--- config.mk ---
export PLATFORM = sky130hd
export DESIGN_NAME = rx_char_decoder
export DESIGN_NICKNAME = d
export VERILOG_FILES = /design/src/rtl/rx_char_pkg.sv /design/src/rtl/rx_char_ctrl.sv /design/src/rtl/rx_char_dp.sv /design/src/rtl/rx_char_decoder.sv
export SDC_FILE = /design/constraint.sdc
export NUM_CORES = 1
export LEC_CHECK = 0
export BUFFER_PORTS_ARGS = -buffer_cell sky130_fd_sc_hd__clkbuf_2
export CAP_MARGIN = 20
export CORE_MARGIN = 3
export CORE_UTILIZATION = 57
export CTS_BUF_LIST = sky130_fd_sc_hd__clkbuf_16
export DETAILED_ROUTE_END_ITERATION = 10
export MAX_ROUTING_LAYER = met4
export PLACE_DENSITY = 0.81
export SYNTH_ARGS = -nofsm -noshare
export SYNTH_HDL_FRONTEND = slang
export SYNTH_HIERARCHICAL = 1
export SYNTH_SLANG_ARGS = --single-unit
--- constraint.sdc ---
create_clock -name clk -period 4.11 [get_ports clk]
set_input_delay 0.2055 -clock clk [delete_from_list [all_inputs] [get_ports clk]]
set_output_delay 0.2055 -clock clk [all_outputs]
set_load 0.01 [all_outputs]
--- src/rtl/rx_char_pkg.sv ---
package rx_char_pkg;
  typedef struct packed {
    logic load;
    logic decode;
    logic pass10;
    logic pass12;
  } strobe_t;
endpackage

--- src/rtl/rx_char_ctrl.sv ---
module rx_char_ctrl
  import rx_char_pkg::*;
(
  input  logic    charValid,
  input  logic    decEn,
  input  logic    wide10,
  output strobe_t strobes
);
  always_comb begin
    strobes.load   = charValid;
    strobes.decode = charValid && decEn;
    strobes.pass10 = charValid && !decEn && wide10;
    strobes.pass12 = charValid && !decEn && !wide10;
  end
endmodule

--- src/rtl/rx_char_dp.sv ---
module rx_char_dp
  import rx_char_pkg::*;
#(
  parameter int RAW_W  = 12,
  parameter int CODE_W = 10,
  parameter int BYTE_W = 8,
  parameter logic [BYTE_W-1:0] ERR_BYTE = '0
) (
  input  logic              clk,
  input  logic              rstN,
  input  strobe_t           strobes,
  input  logic [RAW_W-1:0]  charIn,
  output logic              validOut,
  output logic [RAW_W-1:0]  dataOut,
  output logic              specialOut,
  output logic              errOut
);
  localparam int HI_W = CODE_W - 4;

  function automatic logic [5:0] dec6(input logic [5:0] s);
    case (s)
      6'b100111, 6'b011000: dec6 = {1'b1, 5'd0};
      6'b011101, 6'b100010: dec6 = {1'b1, 5'd1};
      6'b101101, 6'b010010: dec6 = {1'b1, 5'd2};
      6'b110001:            dec6 = {1'b1, 5'd3};
      6'b110101, 6'b001010: dec6 = {1'b1, 5'd4};
      6'b101001:            dec6 = {1'b1, 5'd5};
      6'b011001:            dec6 = {1'b1, 5'd6};
      6'b111000, 6'b000111: dec6 = {1'b1, 5'd7};
      6'b111001, 6'b000110: dec6 = {1'b1, 5'd8};
      6'b100101:            dec6 = {1'b1, 5'd9};
      6'b010101:            dec6 = {1'b1, 5'd10};
      6'b110100:            dec6 = {1'b1, 5'd11};
      6'b001101:            dec6 = {1'b1, 5'd12};
      6'b101100:            dec6 = {1'b1, 5'd13};
      6'b011100:            dec6 = {1'b1, 5'd14};
      6'b010111, 6'b101000: dec6 = {1'b1, 5'd15};
      6'b011011, 6'b100100: dec6 = {1'b1, 5'd16};
      6'b100011:            dec6 = {1'b1, 5'd17};
      6'b010011:            dec6 = {1'b1, 5'd18};
      6'b110010:            dec6 = {1'b1, 5'd19};
      6'b001011:            dec6 = {1'b1, 5'd20};
      6'b101010:            dec6 = {1'b1, 5'd21};
      6'b011010:            dec6 = {1'b1, 5'd22};
      6'b111010, 6'b000101: dec6 = {1'b1, 5'd23};
      6'b110011, 6'b001100: dec6 = {1'b1, 5'd24};
      6'b100110:            dec6 = {1'b1, 5'd25};
      6'b010110:            dec6 = {1'b1, 5'd26};
      6'b110110, 6'b001001: dec6 = {1'b1, 5'd27};
      6'b001110:            dec6 = {1'b1, 5'd28};
      6'b101110, 6'b010001: dec6 = {1'b1, 5'd29};
      6'b011110, 6'b100001: dec6 = {1'b1, 5'd30};
      6'b101011, 6'b010100: dec6 = {1'b1, 5'd31};
      6'b001111, 6'b110000: dec6 = {1'b1, 5'd28};
      default:              dec6 = {1'b0, 5'd0};
    endcase
  endfunction

  function automatic logic [3:0] dec4(input logic [3:0] s);
    case (s)
      4'b1011, 4'b0100:                   dec4 = {1'b1, 3'd0};
      4'b1001:                            dec4 = {1'b1, 3'd1};
      4'b0101:                            dec4 = {1'b1, 3'd2};
      4'b1100, 4'b0011:                   dec4 = {1'b1, 3'd3};
      4'b1101, 4'b0010:                   dec4 = {1'b1, 3'd4};
      4'b1010:                            dec4 = {1'b1, 3'd5};
      4'b0110:                            dec4 = {1'b1, 3'd6};
      4'b1110, 4'b0001, 4'b0111, 4'b1000: dec4 = {1'b1, 3'd7};
      default:                            dec4 = {1'b0, 3'd0};
    endcase
  endfunction

  logic [HI_W-1:0] six;
  logic [3:0] four, fourAdj;
  logic [2:0] ones6, ones4;
  logic hit6, hit4, isK28, isKx7, rdPos, midPos, rdNext, dErr6, dErr4, codeErr;
  logic [4:0] valX;
  logic [2:0] valY;
  logic [BYTE_W-1:0] byteVal;

  always_comb begin
    six     = charIn[CODE_W-1:4];
    four    = charIn[3:0];
    ones6   = 3'($countones(six));
    ones4   = 3'($countones(four));
    {hit6, valX} = dec6(six);
    isK28   = (six == 6'b001111) || (six == 6'b110000);
    // after the negative control prefix the balanced 4-bit codes arrive inverted
    fourAdj = (six == 6'b110000) ? ~four : four;
    {hit4, valY} = dec4(fourAdj);
    isKx7   = ((four == 4'b0111) || (four == 4'b1000)) &&
              ((valX == 5'd23) || (valX == 5'd27) || (valX == 5'd29) || (valX == 5'd30));
    dErr6   = (!rdPos && ones6 < 3'd3) || (rdPos && ones6 > 3'd3) ||
              (!rdPos && six == 6'b000111) || (rdPos && six == 6'b111000);
    midPos  = (ones6 > 3'd3) ? 1'b1 : (ones6 < 3'd3) ? 1'b0 : rdPos;
    dErr4   = (!midPos && ones4 < 3'd2) || (midPos && ones4 > 3'd2) ||
              (!midPos && four == 4'b0011) || (midPos && four == 4'b1100);
    rdNext  = (ones4 > 3'd2) ? 1'b1 : (ones4 < 3'd2) ? 1'b0 : midPos;
    codeErr = !hit6 || !hit4 || dErr6 || dErr4;
    byteVal = codeErr ? ERR_BYTE : BYTE_W'({valY, valX});
  end

  always_ff @(posedge clk) begin
    if (!rstN) begin
      validOut   <= 1'b0;
      dataOut    <= '0;
      specialOut <= 1'b0;
      errOut     <= 1'b0;
      rdPos      <= 1'b0;
    end else begin
      validOut <= strobes.load;
      if (strobes.decode) begin
        rdPos      <= rdNext;
        dataOut    <= RAW_W'(byteVal);
        specialOut <= codeErr || isK28 || isKx7;
        errOut     <= codeErr;
      end else if (strobes.pass10) begin
        dataOut    <= RAW_W'(charIn[CODE_W-1:0]);
        specialOut <= 1'b0;
        errOut     <= 1'b0;
      end else if (strobes.pass12) begin
        dataOut    <= charIn;
        specialOut <= 1'b0;
        errOut     <= 1'b0;
      end
    end
  end
endmodule

--- src/rtl/rx_char_decoder.sv ---
module rx_char_decoder
  import rx_char_pkg::*;
#(
  parameter int RAW_W  = 12,
  parameter int CODE_W = 10,
  parameter int BYTE_W = 8,
  parameter logic [BYTE_W-1:0] ERR_BYTE = '0
) (
  input  logic             clk,
  input  logic             rstN,
  input  logic             charValid,
  input  logic [RAW_W-1:0] charIn,
  input  logic             decEn,
  input  logic             wide10,
  output logic             validOut,
  output logic [RAW_W-1:0] dataOut,
  output logic             specialOut,
  output logic             errOut
);
  strobe_t strobes;

  rx_char_ctrl ctrl_i (
    .charValid(charValid), .decEn(decEn), .wide10(wide10), .strobes(strobes)
  );

  rx_char_dp #(.RAW_W(RAW_W), .CODE_W(CODE_W), .BYTE_W(BYTE_W), .ERR_BYTE(ERR_BYTE)) dp_i (
    .clk(clk), .rstN(rstN), .strobes(strobes), .charIn(charIn),
    .validOut(validOut), .dataOut(dataOut), .specialOut(specialOut), .errOut(errOut)
  );
endmodule

==> flow_results.org, run 1 <==
** Status
- The run finished, with violations left.
- Failing checks :: design-rule violations

** Final layout
- From synthesis to final layout, the design area changed by 10.3%.
- Share of layout cells above drive strength 1 :: 0.178
- The final layout contains just over 300 nets.
- The repair_antennas step left the layout with diodes totalling 0.

** Yosys
- The portion of synthesized area spent on multiplexers is 0.0469.
- Of the total synthesized cell area, the portion taken by XOR and XNOR cells is 0.0180.
- Averaged over all synthesized cells, the footprint is between 7 and 8 um2.
- Most instantiated flip-flop cell in the synthesis netlist :: dfxtp_1
- Asr flop ratio synth :: 0
- Synthesis produced roughly 260 cells.
- Complex-gate fraction of the synthesized area :: 0.277
- The biggest area contributor in the post-synthesis netlist is dfxtp_1.
- After synthesis, the largest family of logic cells by area is simple AND/OR/NAND/NOR gates.
- Synth cell count leaders :: 28 x nand2_1, 19 x a21oi_1, 18 x nor2_1
- Yosys synthesis warning count :: 6
- Yosys mapped a number of flops with a built-in enable equal to 0.
- Area fraction in and, or, nand and nor cells after synthesis :: 0.282
- The share of the Yosys chip area taken by registers is 0.164.
- After synthesis the cells add up to a little under 0.002 mm2.
- Share of Yosys cell area claimed by the top area cell type :: 0.164
- Post-synthesis share of cell area spent on full adders, half adders and majority gates :: 0.124
- Counting distinct cell types in the post-synthesis netlist gives slightly above 60.
- In this run, synthesis produced a sequential element count of 16.
- Synthesized net count :: slightly below 300
- Most used standard cell by instance count after synthesis :: nand2_1
- After synthesis, the cell types taking the most area are dfxtp_1 16%, ha_1 7.7%, nand2_1 5.4%, a21oi_1 4.9%, nor2b_1 4.5%.

** Placement
- Number of buffer cells added on primary ports :: 31
- Post-detail-place hpwl :: ~3.7 mm
- Routability-driven placement finished with a final weighted congestion of 0.933.

** Timing
- Total of endpoints with negative setup slack in the final report :: 0
- On the final layout, the worst clock skew is between 0.002 and 0.003 ns.
- Fin Setup TNS :: 0 ns
- Setup repair after global routing left no endpoint under its margin.
- Share of the cycle needed by the critical path after routing :: 0.883
- Minimum clock period after layout :: around 3.6 ns
- Slew Limit Headroom :: 0.511
- F_max :: approximately 280 MHz
- The max-slew violation total from the final report was 0.
- The number of endpoints with negative hold slack in the final report was 0.
- At the pin with the least slew margin, the transition time is about 0.72 ns.

** Clocking
- Source-to-sink clock delay at the later pin of the worst-skew pair :: between 0.2 and 0.25 ns
- In this run, CTS created clock tree buffers numbering 3.
- CTS saw 16 sinks.
- CTS built an H-tree with a depth of 1.
- Clock-pin slew was measured on the worst setup and hold paths at around 0.05 ns.
- Post-CTS setup-driven buffer insertion count :: 0
- The longest clock path from root to sink contains 2 buffers.
- Once the clock tree was built, the resizer swapped 0 gates to a different size.
- CTS tree :: built
- Post-cts hold buffer count :: 0
- Master cell of the clock root buffer :: clkbuf_16

** Global route
- Number of antenna violations at the first check in global routing :: 0
- Tot GR Track Use :: 0.249
- Overflow after GRT :: 0
- Entering global routing, the biggest net connects 38 pins.
- Number of global-route vias before repair :: 1724
- The first global-routing pass estimated 8.17 mm of wire.

** Drt
- Total routed wire length on the met1 layer :: 2.19 mm
- Vias :: ~2000
- Topmost layer with routed signal wires :: met4
- In the routed layout, each cell is associated on average with a via count of 6.27.
- Wire per inst :: roughly 16 um
- Wires add up to ~5.0 mm.
- After detailed routing, the number of remaining DRC violations is 1.
- Summed over all nets, wire length on met3 after detailed routing comes to roughly 350 um.
- For this block, the initial DRC count from the detailed router was about 260.
- The count of nets left with antenna violations once routing finished came out at 0.
- Detailed routing placed a total of about 2.4 mm of wire on met2.
- Pre-antenna DRT Iters :: 9

** Flow run
- The tool flagged a number of max-cap violations equal to 0.

** Floorplan
- Floorplan die height :: about 64 um
- The die covers between 0.004 and 0.005 mm2.
- Initial standard-cell utilization of the core :: 0.618
- IO Pins :: 32
- Number of cell rows :: 20
- The floorplan step defined a core boundary enclosing about 0.0032 mm2.
- The die is ~64 um wide.

** Worst setup path
- Cell-by-cell listing of the critical path :: clkbuf_2, fa_1, inv_1, fa_1, inv_1, ha_1, inv_1, fa_1, nand2b_1, a221oi_2, a31oi_1, a2111oi_4, o2111ai_1, a21oi_1
- The endpoint identified for the worst register-to-register timing path is dp_i/dataOut[5].
- Critical path data arrival time :: between 3 and 4 ns
- The number of buffers and inverters on the critical path is 4.
- The critical path is of the in2reg type.
- Data required time at the worst endpoint :: around 4.3 ns
- Cell class contributing the biggest share of worst-path delay :: adder cells
- Measured in cells, the most critical reg-to-reg path has a length of 6.
- On the critical path, the stage with the largest delay is an instance of a2111oi_4.
- Setup crit start kind :: primary input
- Flop2flop setup slack :: 2.14 ns
- Number of gates on the worst path with buffers counted :: 14
- The worst register-to-register path begins at dp_i/rdPos.
- Largest stage delay on the critical path :: 0.68 ns
- Critical path fanouts, max :: 10
- STA classifies the critical path endpoint as a register.

** Worst hold path
- Min-delay src :: charValid
- Class of the worst hold path :: in2reg
- The worst hold path was traced through 2 stages.
- Hold Crit Endpoint :: dp_i/validOut

** Power
- For this design the static power due to leakage is 0.881 nW.
- Total power :: approximately 0.00059 W
- Dividing total power by cell area gives a power density of approximately 270 mW/mm2.
- Across the VDD grid, the largest voltage drop is ~0.24 mV.
## worst max path at each step
stage	from	end
5_1_grt	charIn[4]	dp_i/dataOut[5]
6_report	charIn[4]	dp_i/dataOut[5]
2_1_floorplan	charIn[4]	dp_i/errOut
3_3_place_gp	charIn[4]	dp_i/errOut
3_5_place_dp	charIn[4]	dp_i/dataOut[6]
4_1_cts	charIn[4]	dp_i/dataOut[5]
## registers in the layout, indices dropped and copies added, names as in the netlist
| register | flops |
|---|---|
| dp_i/specialOut | 1 |
| dp_i/validOut | 1 |
| dp_i/errOut | 1 |
| dp_i/dataOut | 12 |
| dp_i/rdPos | 1 |
## cell type report
type,instances,area [um2]
clock inverter,1,3.75
clock buffer,3,75.1
timing repair buffer,34,178
sequential,16,320
fill,282,1000
inverter,16,60.1
multi-input combinational,206,1460
tap,44,55.1
## per-layer routing
metal,vias to the layer above,track usage
li1,979,-
met1,923,0.325
met2,93,0.402
met3,10,0.0416
met4,0,0.0633
met5,-,-
## per-stage QoR
step / instance area, um2 / cells / setup WS [ns] / utilization / hold WS (ns)
after floorplan: 1950 / 257 / 0.792 / - / 0.334
after global placement: 2070 / 316 / 0.430 / 0.657 / 0.442
after detailed placement: 2070 / 316 / 0.301 / 0.657 / 0.449
after CTS: 2150 / 320 / 0.536 / 0.682 / 0.203
after global routing: 2150 / 320 / 0.323 / 0.682 / 0.216
final: 2150 / 320 / 0.481 / 0.682 / 0.200
## power breakdown
part           leakage, nW  internal [W]  switching, W
clock               0.0385      0.000129     0.0000591
sequential           0.131      0.000166    0.00000649
combinational        0.711     0.0000917      0.000136
## worst register-to-register path, stage by stage, from the launching register on
cell and delay [ns]:
dfxtp_1 0.39, inv_1 0.08, o221ai_1 0.20, o2111ai_1 0.21, a2111oi_4 0.58, o2111ai_1 0.21
a21oi_1 0.21
## cell families (layout without fill, tap and decap cells)
family / count (synthesis) / in the layout
flops: 16 / 16
mux: 9 / 9
compound gates: 74 / 74
fa+ha+maj: 17 / 17
buf+inv: 35 / 54
simple gates: 102 / 102
xor+xnor: 4 / 4
## placed cells by master, fill, tap and decap left out, drive strengths merged, types with 2 or more instances in the layout
| cell | count |
|---|---|
| nand4 | 2 |
| nor3 | 10 |
| inv | 16 |
| dfxtp | 16 |
| a311o | 3 |
| and2 | 3 |
| a21o | 3 |
| nand2 | 28 |
| a221oi | 4 |
| o31ai | 2 |
| fa | 4 |
| or2 | 3 |
| nand3b | 3 |
| ha | 12 |
| nand3 | 4 |
| o2111ai | 3 |
| nor2b | 14 |
| a31oi | 6 |
| a211oi | 5 |
| clkbuf | 34 |
| buf | 3 |
| nor3b | 4 |
| or3 | 2 |
| o221ai | 5 |
| a21oi | 19 |
| mux2i | 8 |
| o21a | 3 |
| xor2 | 2 |
| o311ai | 2 |
| nor2 | 18 |
| xnor2 | 2 |
| nand2b | 5 |
| o21ai | 8 |
Power figures use the tool's default switching activity.
==> run 2: changes to the inputs <==
--- a/config.mk
+++ b/config.mk
@@ -7,6 +7,7 @@
 export LEC_CHECK = 0
 export BUFFER_PORTS_ARGS = -buffer_cell sky130_fd_sc_hd__clkbuf_2
 export CAP_MARGIN = 20
+export CORE_ASPECT_RATIO = 0.9
 export CORE_MARGIN = 3
 export CORE_UTILIZATION = 57
 export CTS_BUF_LIST = sky130_fd_sc_hd__clkbuf_16
==> flow_results.org, run 2 (synthesized netlist as in run 1, its figures left out) <==
** Worst setup path
- The worst setup path is launched from a primary input.
- Walking the worst path, the cells encountered are clkbuf_2, fa_1, inv_1, fa_1, inv_1, ha_1, inv_1, fa_1, nand2b_1, a221oi_2, a31oi_1, a2111oi_4, a41oi_1, nor2b_1.
- The critical path data required time is 4.29 ns (about the same).
- Critical path fanouts, max :: 10 (unchanged)
- Setup crit end kind :: register
- Cell class contributing the biggest share of worst-path delay :: adder cells
- By startpoint and endpoint, the worst setup path is classified as in2reg.
- Number of buffer and inverter stages on the critical path :: 4 (unchanged)
- Largest stage delay on the critical path :: 0.69 ns (about the same)
- Critical path data arrival time :: 3.80 ns (about the same)
- Cell with the biggest individual delay on the critical path :: a2111oi_4

** Clocking
- Gates resized, CTS repair :: 0 (unchanged)
- Post-cts hold buffer count :: 0 (unchanged)
- The clock sink count is 16 (unchanged).
- The root buffer cell chosen for the clock tree is clkbuf_16.
- Source-to-sink clock delay at the later pin of the worst-skew pair :: 0.24 ns (about the same)
- CTS max path bufs :: 2 (unchanged)
- Count of H-tree levels built during CTS :: 1 (unchanged)
- Register clock-pin slew on the reported worst setup and hold paths :: 0.05 ns (about the same)
- CTS tree :: built
- Post-CTS setup-driven buffer insertion count :: 0 (unchanged)
- The number of clock buffers inserted by TritonCTS came to 3 (unchanged).

** Floorplan
- The cell row count is 19 (-5.0%).
- Die X-Extent :: 67.6 um (+4.9%)
- The area enclosed by the die boundary was 0.00416 mm2 (about the same).
- Core Box Area :: 0.00316 mm2 (+0.28%)
- Floorplan die height :: 61.5 um (-4.7%)
- The number of primary I/O pins is 32 (unchanged).
- Initial standard-cell utilization of the core :: 0.617 (-0.00171)

** Placement
- The detailed placement HPWL is 3.44 mm (-6.8%).
- Number of instances in the placed design :: 313 (-0.95%)
- The placed cell area came to 0.00206 mm2 (-0.48%).
- Number of buffer cells added on primary ports :: 31 (unchanged)
- The setup slack after placement came to 0.246 ns (-0.0546 ns).
- The routability congestion estimate was 0.924 (-0.99%).

** Timing
- Fin Setup TNS :: 0 ns (unchanged)
- The minimum setup slack in the final design was 0.490 ns (+0.00947 ns).
- Minimum clock period after layout :: 3.62 ns (-0.00948 ns)
- Total of endpoints with negative setup slack in the final report :: 0 (unchanged)
- Setup repair after global routing left no endpoint under its margin.
- The max-slew violation total from the final report was 0 (unchanged).
- The actual slew at the worst max-slew pin came to 0.723 ns (-0.000849 ns).
- The post-route fraction of the period consumed by the critical path is 0.881 (-0.00231).
- Hold Fails Final Rpt :: 0 (unchanged)
- Slew Limit Headroom :: 0.517 (+0.00509)
- Final clock skew :: 0.00102 ns (-0.00167 ns)
- F_max :: 276 MHz (+0.26%)

** Power
- Part of the total power dissipated in combinational logic :: 0.383 (-0.004)
- The cell-internal power was 0.000385 W (-0.33%).
- The power density over the cells came to 272 mW/mm2 (-0.32%).
- Maximum resistive drop on vdd :: 0.372 mV (+52%)
- The share of power burned in the clock network was 0.322 (+0.002).
- The net load switching power is 0.000198 W (-1.6%).
- Net switching fraction of the power :: 0.340 (-0.00300)
- The leakage power total came to 0.876 nW (-0.55%).
- Share of power burned in registers :: 0.295 (+0.002)

** Final layout
- The number of flip-flops under the largest register name was 12 (unchanged).
- Final core utilization :: 0.677 (-0.00506)
- Register with the highest flop count :: dp_i/dataOut
- Share of layout cells above drive strength 1 :: 0.175 (-0.00299)
- Area overhead of the layout relative to synthesis :: 9.82%
- The final-stage net count is 309 (-0.32%).
- The total non-filler cell area in the finished layout was 0.00214 mm2 (-0.47%).
- Filler-free cell count of the finished design :: 317 (-0.94%)
- Leading cell type in the layout, fill and taps excluded :: clkbuf_2
- Most frequent cells in the layout :: 31 x clkbuf_2, 28 x nand2_1, 19 x a21oi_1
- Antenna fix cells :: 0 (unchanged)

** Global route
- Overflow after GRT :: 0 (unchanged)
- The all-layer global routing usage was 0.244 (-0.00512).
- Most heavily used metal layer in global routing :: met1
- Number of antenna violations at the first check in global routing :: 0 (unchanged)
- Number of global-route vias before repair :: 1658 (-3.8%)
- The met2 layer usage reported by global route is 0.359 (-0.0428).
- The fraction of met3 tracks used by global routing was 0.0347 (-0.00692).
- The met1 global-route usage was 0.362 (+0.0372).
- Global-route wire length before repair :: 7.70 mm (-5.7%)
- The largest net degree at the start of global routing came to 38 (unchanged).

** Status
- Run status :: finished clean

** Drt
- Number of DRC violations after detailed-routing iteration 0 :: 151 (-43%)
- The count of unresolved DRC violations after routing came to 0 (-1).
- The via density per instance was 6.06 (-3.3%).
- The number of vias after detailed routing was 1920 (-4.2%).
- The per-cell routed wire length came to 14.9 um (-5.0%).
- The number of nets still failing antenna checks after routing was 0 (unchanged).
- Pre-antenna DRT Iters :: 4 (-5)
- Total detailed-routing wirelength :: 4.73 mm (-5.9%)

** Worst hold path
- The min-delay analysis places its worst path in the category in2reg.

** Flow run
- The number of maximum-capacitance constraint violations was 0 (unchanged).
-- run 2: worst paths after layout --
path | end | slack [ns] | from | depth (start not counted)
worst max-delay path | dp_i/dataOut[0] | 0.49 | charIn[4] | 14
worst min-delay path | dp_i/validOut | 0.21 | charValid | 2
worst max register to register | dp_i/dataOut[0] | 2.22 | dp_i/rdPos | 6
worst min register to register | dp_i/dataOut[9] | 0.45 | dp_i/dataOut[9] | 2
-- run 2: power groups by stage --
| stage | clock network (W) | registers (W) | logic (W) |
|---|---|---|---|
| floorplan | 0 | 0.000178 | 0.000166 |
| global placement | 0 | 0.000175 | 0.000215 |
| detailed placement | 0 | 0.000175 | 0.000220 |
| CTS | 0.000189 | 0.000172 | 0.000222 |
| global route | 0.000198 | 0.000173 | 0.000251 |
| finish | 0.000188 | 0.000172 | 0.000223 |
-- run 2: layer usage --
layer	part of all wire	up-vias
li1	-	973
met1	0.49	878
met2	0.43	67
met3	0.075	2
met4	0.0042	0
met5	0	-
-- run 2: metrics by stage --
step           hold slack, ns  power (W)
6_report                0.206   0.000583
5_1_grt                 0.220   0.000622
4_1_cts                 0.205   0.000583
3_5_place_dp            0.449   0.000395
3_3_place_gp            0.443   0.000390
2_1_floorplan           0.334   0.000344
-- run 2: layout make-up --
type | count | area (um2)
clock buffer | 3 | 75.1
clock inverter | 1 | 3.75
fill | 274 | 1020
inverter | 16 | 60.1
multi-input combinational | 206 | 1460
sequential | 16 | 320
tap | 42 | 52.6
timing repair buffer | 33 | 170
==> run 3: changes to the inputs <==
--- a/config.mk
+++ b/config.mk
@@ -5,15 +5,16 @@
 export SDC_FILE = /design/constraint.sdc
 export NUM_CORES = 1
 export LEC_CHECK = 0
+export ABC_AREA = 1
 export BUFFER_PORTS_ARGS = -buffer_cell sky130_fd_sc_hd__clkbuf_2
 export CAP_MARGIN = 20
 export CORE_ASPECT_RATIO = 0.9
 export CORE_MARGIN = 3
-export CORE_UTILIZATION = 57
+export CORE_UTILIZATION = 51
 export CTS_BUF_LIST = sky130_fd_sc_hd__clkbuf_16
 export DETAILED_ROUTE_END_ITERATION = 10
 export MAX_ROUTING_LAYER = met4
-export PLACE_DENSITY = 0.81
+export PLACE_DENSITY = 0.78
 export SYNTH_ARGS = -nofsm -noshare
 export SYNTH_HDL_FRONTEND = slang
 export SYNTH_HIERARCHICAL = 1
==> constraint.sdc (replaced) <==
create_clock -name clk -period 3.1 [get_ports clk]
set_input_delay 0.155 -clock clk [delete_from_list [all_inputs] [get_ports clk]]
set_output_delay 0.155 -clock clk [all_outputs]
set_load 0.01 [all_outputs]
==> flow_results.org, run 3 <==
** Worst setup path
- Data required time at the worst endpoint :: 3.23 ns (-1.06 ns)
- The arrival time of data at the critical path endpoint came to 2.96 ns (-0.84 ns).
- Setup crit end kind :: register
- The critical path is of the in2reg type.
- Flop2flop setup slack :: 1.74 ns (-0.48 ns)
- Critical path fanouts, max :: 2 (-8)
- Setup crit start kind :: primary input

** Timing
- Hold Fails Final Rpt :: 0 (unchanged)
- Final Slew Violations :: 0 (unchanged)
- F_max :: about 350 MHz
- The relative slew slack came to 0.648 (+0.132).
- The actual slew at the worst max-slew pin was 0.526 ns (-0.197 ns).
- Minimum clock period after layout :: 2.83 ns
- Final clock skew :: 0.00175 ns (+0.000739 ns)
- The total negative slack for setup checks is 0 ns (unchanged).
- Setup repair after global routing missed its margin :: false
- Share of the cycle needed by the critical path after routing :: 0.913
- Total of endpoints with negative setup slack in the final report :: 0 (unchanged)

** Final layout
- Area overhead of the layout relative to synthesis :: 18.7%
- The layout filler cell count was 325 (+19%).
- Counting flops per register, the top entry is dp_i/dataOut.
- The final-stage net count was 375 (+21%).
- The final cell count without fillers is 383 (+21%).
- The number of flip-flops under the largest register name was 12 (unchanged).
- The number of inserted diodes is 0 (unchanged).
- The library cells used most frequently in the layout, excluding fill and tap cells, are 92 x nand2_1, 44 x inv_1, 31 x clkbuf_2.
- Share of layout cells above drive strength 1 :: 0.167 (-0.00739)
- The share of the core filled with cells in the final layout is 0.664 (-0.0130).
- Leading cell type in the layout, fill and taps excluded :: nand2_1

** Clocking
- The number of clock buffers inserted by TritonCTS was 3 (unchanged).
- The clock sink count was 16 (unchanged).
- The number of buffers on the longest clock path was 2 (unchanged).
- Source-to-sink clock delay at the later pin of the worst-skew pair :: 0.25 ns (about the same)
- The clock-pin transition on the worst setup and hold timing paths was 0.05 ns (about the same).
- Post-cts hold buffer count :: 0 (unchanged)
- The CTS H-tree depth came to 1 (unchanged).
- TritonCTS built the clock tree.
- Master cell of the clock root buffer :: clkbuf_16

** Power
- Maximum resistive drop on vdd :: 0.228 mV (-39%)
- The leakage power total came to 1.16 nW (+32%).
- Total power divided by cell area :: 359 mW/mm2 (+32%)
- The overall power of the completed layout is 0.000771 W (+32%).

** Global route
- Number of antenna violations at the first check in global routing :: 0 (unchanged)
- The global-route wire length before repair was 8.45 mm (+9.7%).
- The via count of the first global-routing pass is 1926 (+16%).
- The residual overflow from global routing is 0 (unchanged).
- Pin count of the biggest net entering global routing :: 15 (-61%)
- Tot GR Track Use :: 0.254 (+0.00992)

** Flow run
- The number of maximum-capacitance constraint violations was 0 (unchanged).

** Worst hold path
- The path class of the tightest hold or removal check is in2reg.

** Placement
- Routability congestion estimate from global placement :: 0.990 (+7.1%)
- Number of instances in the placed design :: 379 (+21%)
- Number of buffer cells added on primary ports :: 31 (unchanged)
- Post-detail-place hpwl :: 3.98 mm (+16%)

** Drt
- Number of DRC violations after detailed-routing iteration 0 :: 160 (+6.0%)
- The per-cell routed wire length was 13.1 um (-12%).
- The detailed-router iteration count before antenna repair is 5 (+1).
- The number of nets still failing antenna checks after routing is 0 (unchanged).
- Remaining design rule violation count :: 0 (unchanged)
- Drt via density :: 5.44 (-10%)
- Vias :: 2085 (+8.6%)
- Total detailed-routing wirelength :: 5.01 mm (+5.9%)

** Floorplan
- The core outline area was 0.00323 mm2 (+2.3%).
- Initial standard-cell utilization of the core :: 0.560 (-0.0569)
- The die width is 68.8 um (+1.7%).
- Floorplan die height :: 62.5 um (+1.7%)
- The area enclosed by the die boundary was 0.00430 mm2 (+3.4%).
- The number of primary I/O pins came to 32 (unchanged).
- Number of cell rows :: 19 (unchanged)

** Yosys
- By area the synthesized netlist is led by nand2_1 19%, dfxtp_1 18%, inv_1 9.1%, ha_1 8.3%, o21ai_0 8.3%.
- The share of synthesized area occupied by flip-flops and latches is 0.177 (+0.0127).
- The async set-reset flop share out of synthesis came to 0 (unchanged).
- Share of Yosys cell area claimed by the top area cell type :: 0.191 (+0.0266)
- Count of mapped cells out of synthesis :: 303 (+18%)
- Netlist area before placement :: 0.00181 mm2 (-7.2%)
- The synthesized area divided by synthesized cell count was 5.97 um2 (-21%).
- Synthesized net count :: 336 (+16%)
- Post-synthesis sequential element count :: 16 (unchanged)
- Cell variety after synth :: 30 (-52%)
- Yosys synthesis warning count :: 6 (unchanged)
- By instance count, the leading cell after synthesis is nand2_1.
- Of all cell types, the one taking the most synthesized area is nand2_1.
- Most instantiated flip-flop cell in the synthesis netlist :: dfxtp_1
- Synth cell count leaders :: 92 x nand2_1, 44 x inv_1, 30 x o21ai_0
- EDFF count, synth :: 0 (unchanged)

** Status
- The run finished with clean final reports.
[run 3: cell types whose count changed in the layout (fill, tap and decap cells not counted), moves of 8 or more]
cell / before / now
a21oi_1: 19 / 11
o21ai_0: 6 / 30
nand3_1: 3 / 28
inv_1: 15 / 44
mux2i_1: 8 / 0
nor2_1: 18 / 26
nor2b_1: 14 / 0
nand2_1: 28 / 92
[run 3: power breakdown]
group          total (W)  switching, W  internal [W]
registers       0.000229    0.00000826      0.000221
logic           0.000288      0.000184      0.000104
clock network   0.000254     0.0000828      0.000171
total           0.000771      0.000275      0.000496
[run 3: layer usage]
layer,vias to the layer above,track usage,share of wire
met5,-,-,0
met4,0,0.0511,0.0098
met3,8,0.0234,0.076
met2,88,0.387,0.45
met1,944,0.362,0.46
li1,1045,-,-
[run 3: final cells by class]
type / count / area (um2) / share of cell area
timing repair buffer: 39 / 219 / 0.102
clock inverter: 1 / 3.75 / 0.00175
tap: 42 / 52.6 / 0.0245
inverter: 46 / 174 / 0.0810
sequential: 16 / 320 / 0.149
clock buffer: 3 / 75.1 / 0.0350
multi-input combinational: 236 / 1300 / 0.607
[run 3: worst paths after layout]
path,start,endpoint,depth (start not counted)
worst min register to register,dp_i/dataOut[11],dp_i/dataOut[11],2
worst min-delay path,charValid,dp_i/validOut,3
worst max-delay path,charIn[4],dp_i/specialOut,18
worst max register to register,dp_i/rdPos,dp_i/specialOut,9
[run 3: logic make-up after synthesis]
family	share of synthesized area
and+or+nand+nor	0.386
AOI/OAI and AO/OA	0.158
buffers and inverters	0.110
adders and majority gates	0.127
DFF	0.177
xor gates and xnor gates	0.0422
[run 3: worst max-delay path: stages]
cell and delay, ns:
clkbuf_2 0.10, fa_1 0.52, inv_1 0.04, fa_1 0.48, inv_1 0.04, ha_1 0.16, inv_1 0.06, fa_1 0.42
nor2_1 0.10, nand2_1 0.07, nand2_1 0.08, o211ai_1 0.08, nand2_1 0.08, nand3_2 0.10, nor3_1 0.24, nand2_1 0.09
nand2_1 0.07, a21oi_1 0.06
[run 3: metrics by stage]
step | cell area, um2 | setup WS [ns] | hold WS, ns
after CTS | 2130 | 0.148 | 0.131
after global placement | 2050 | 0.00366 | 0.369
after detailed placement | 2050 | -0.0813 | 0.386
final | 2150 | 0.270 | 0.134
after global routing | 2150 | 0.0374 | 0.144
after floorplan | 1810 | 0.160 | 0.301
[run 3: repair_timing]
item / in CTS / in global routing
setup endpoints to repair: 0 / 9
buffers inserted: 0 / 0
resized for setup: 0 / 4
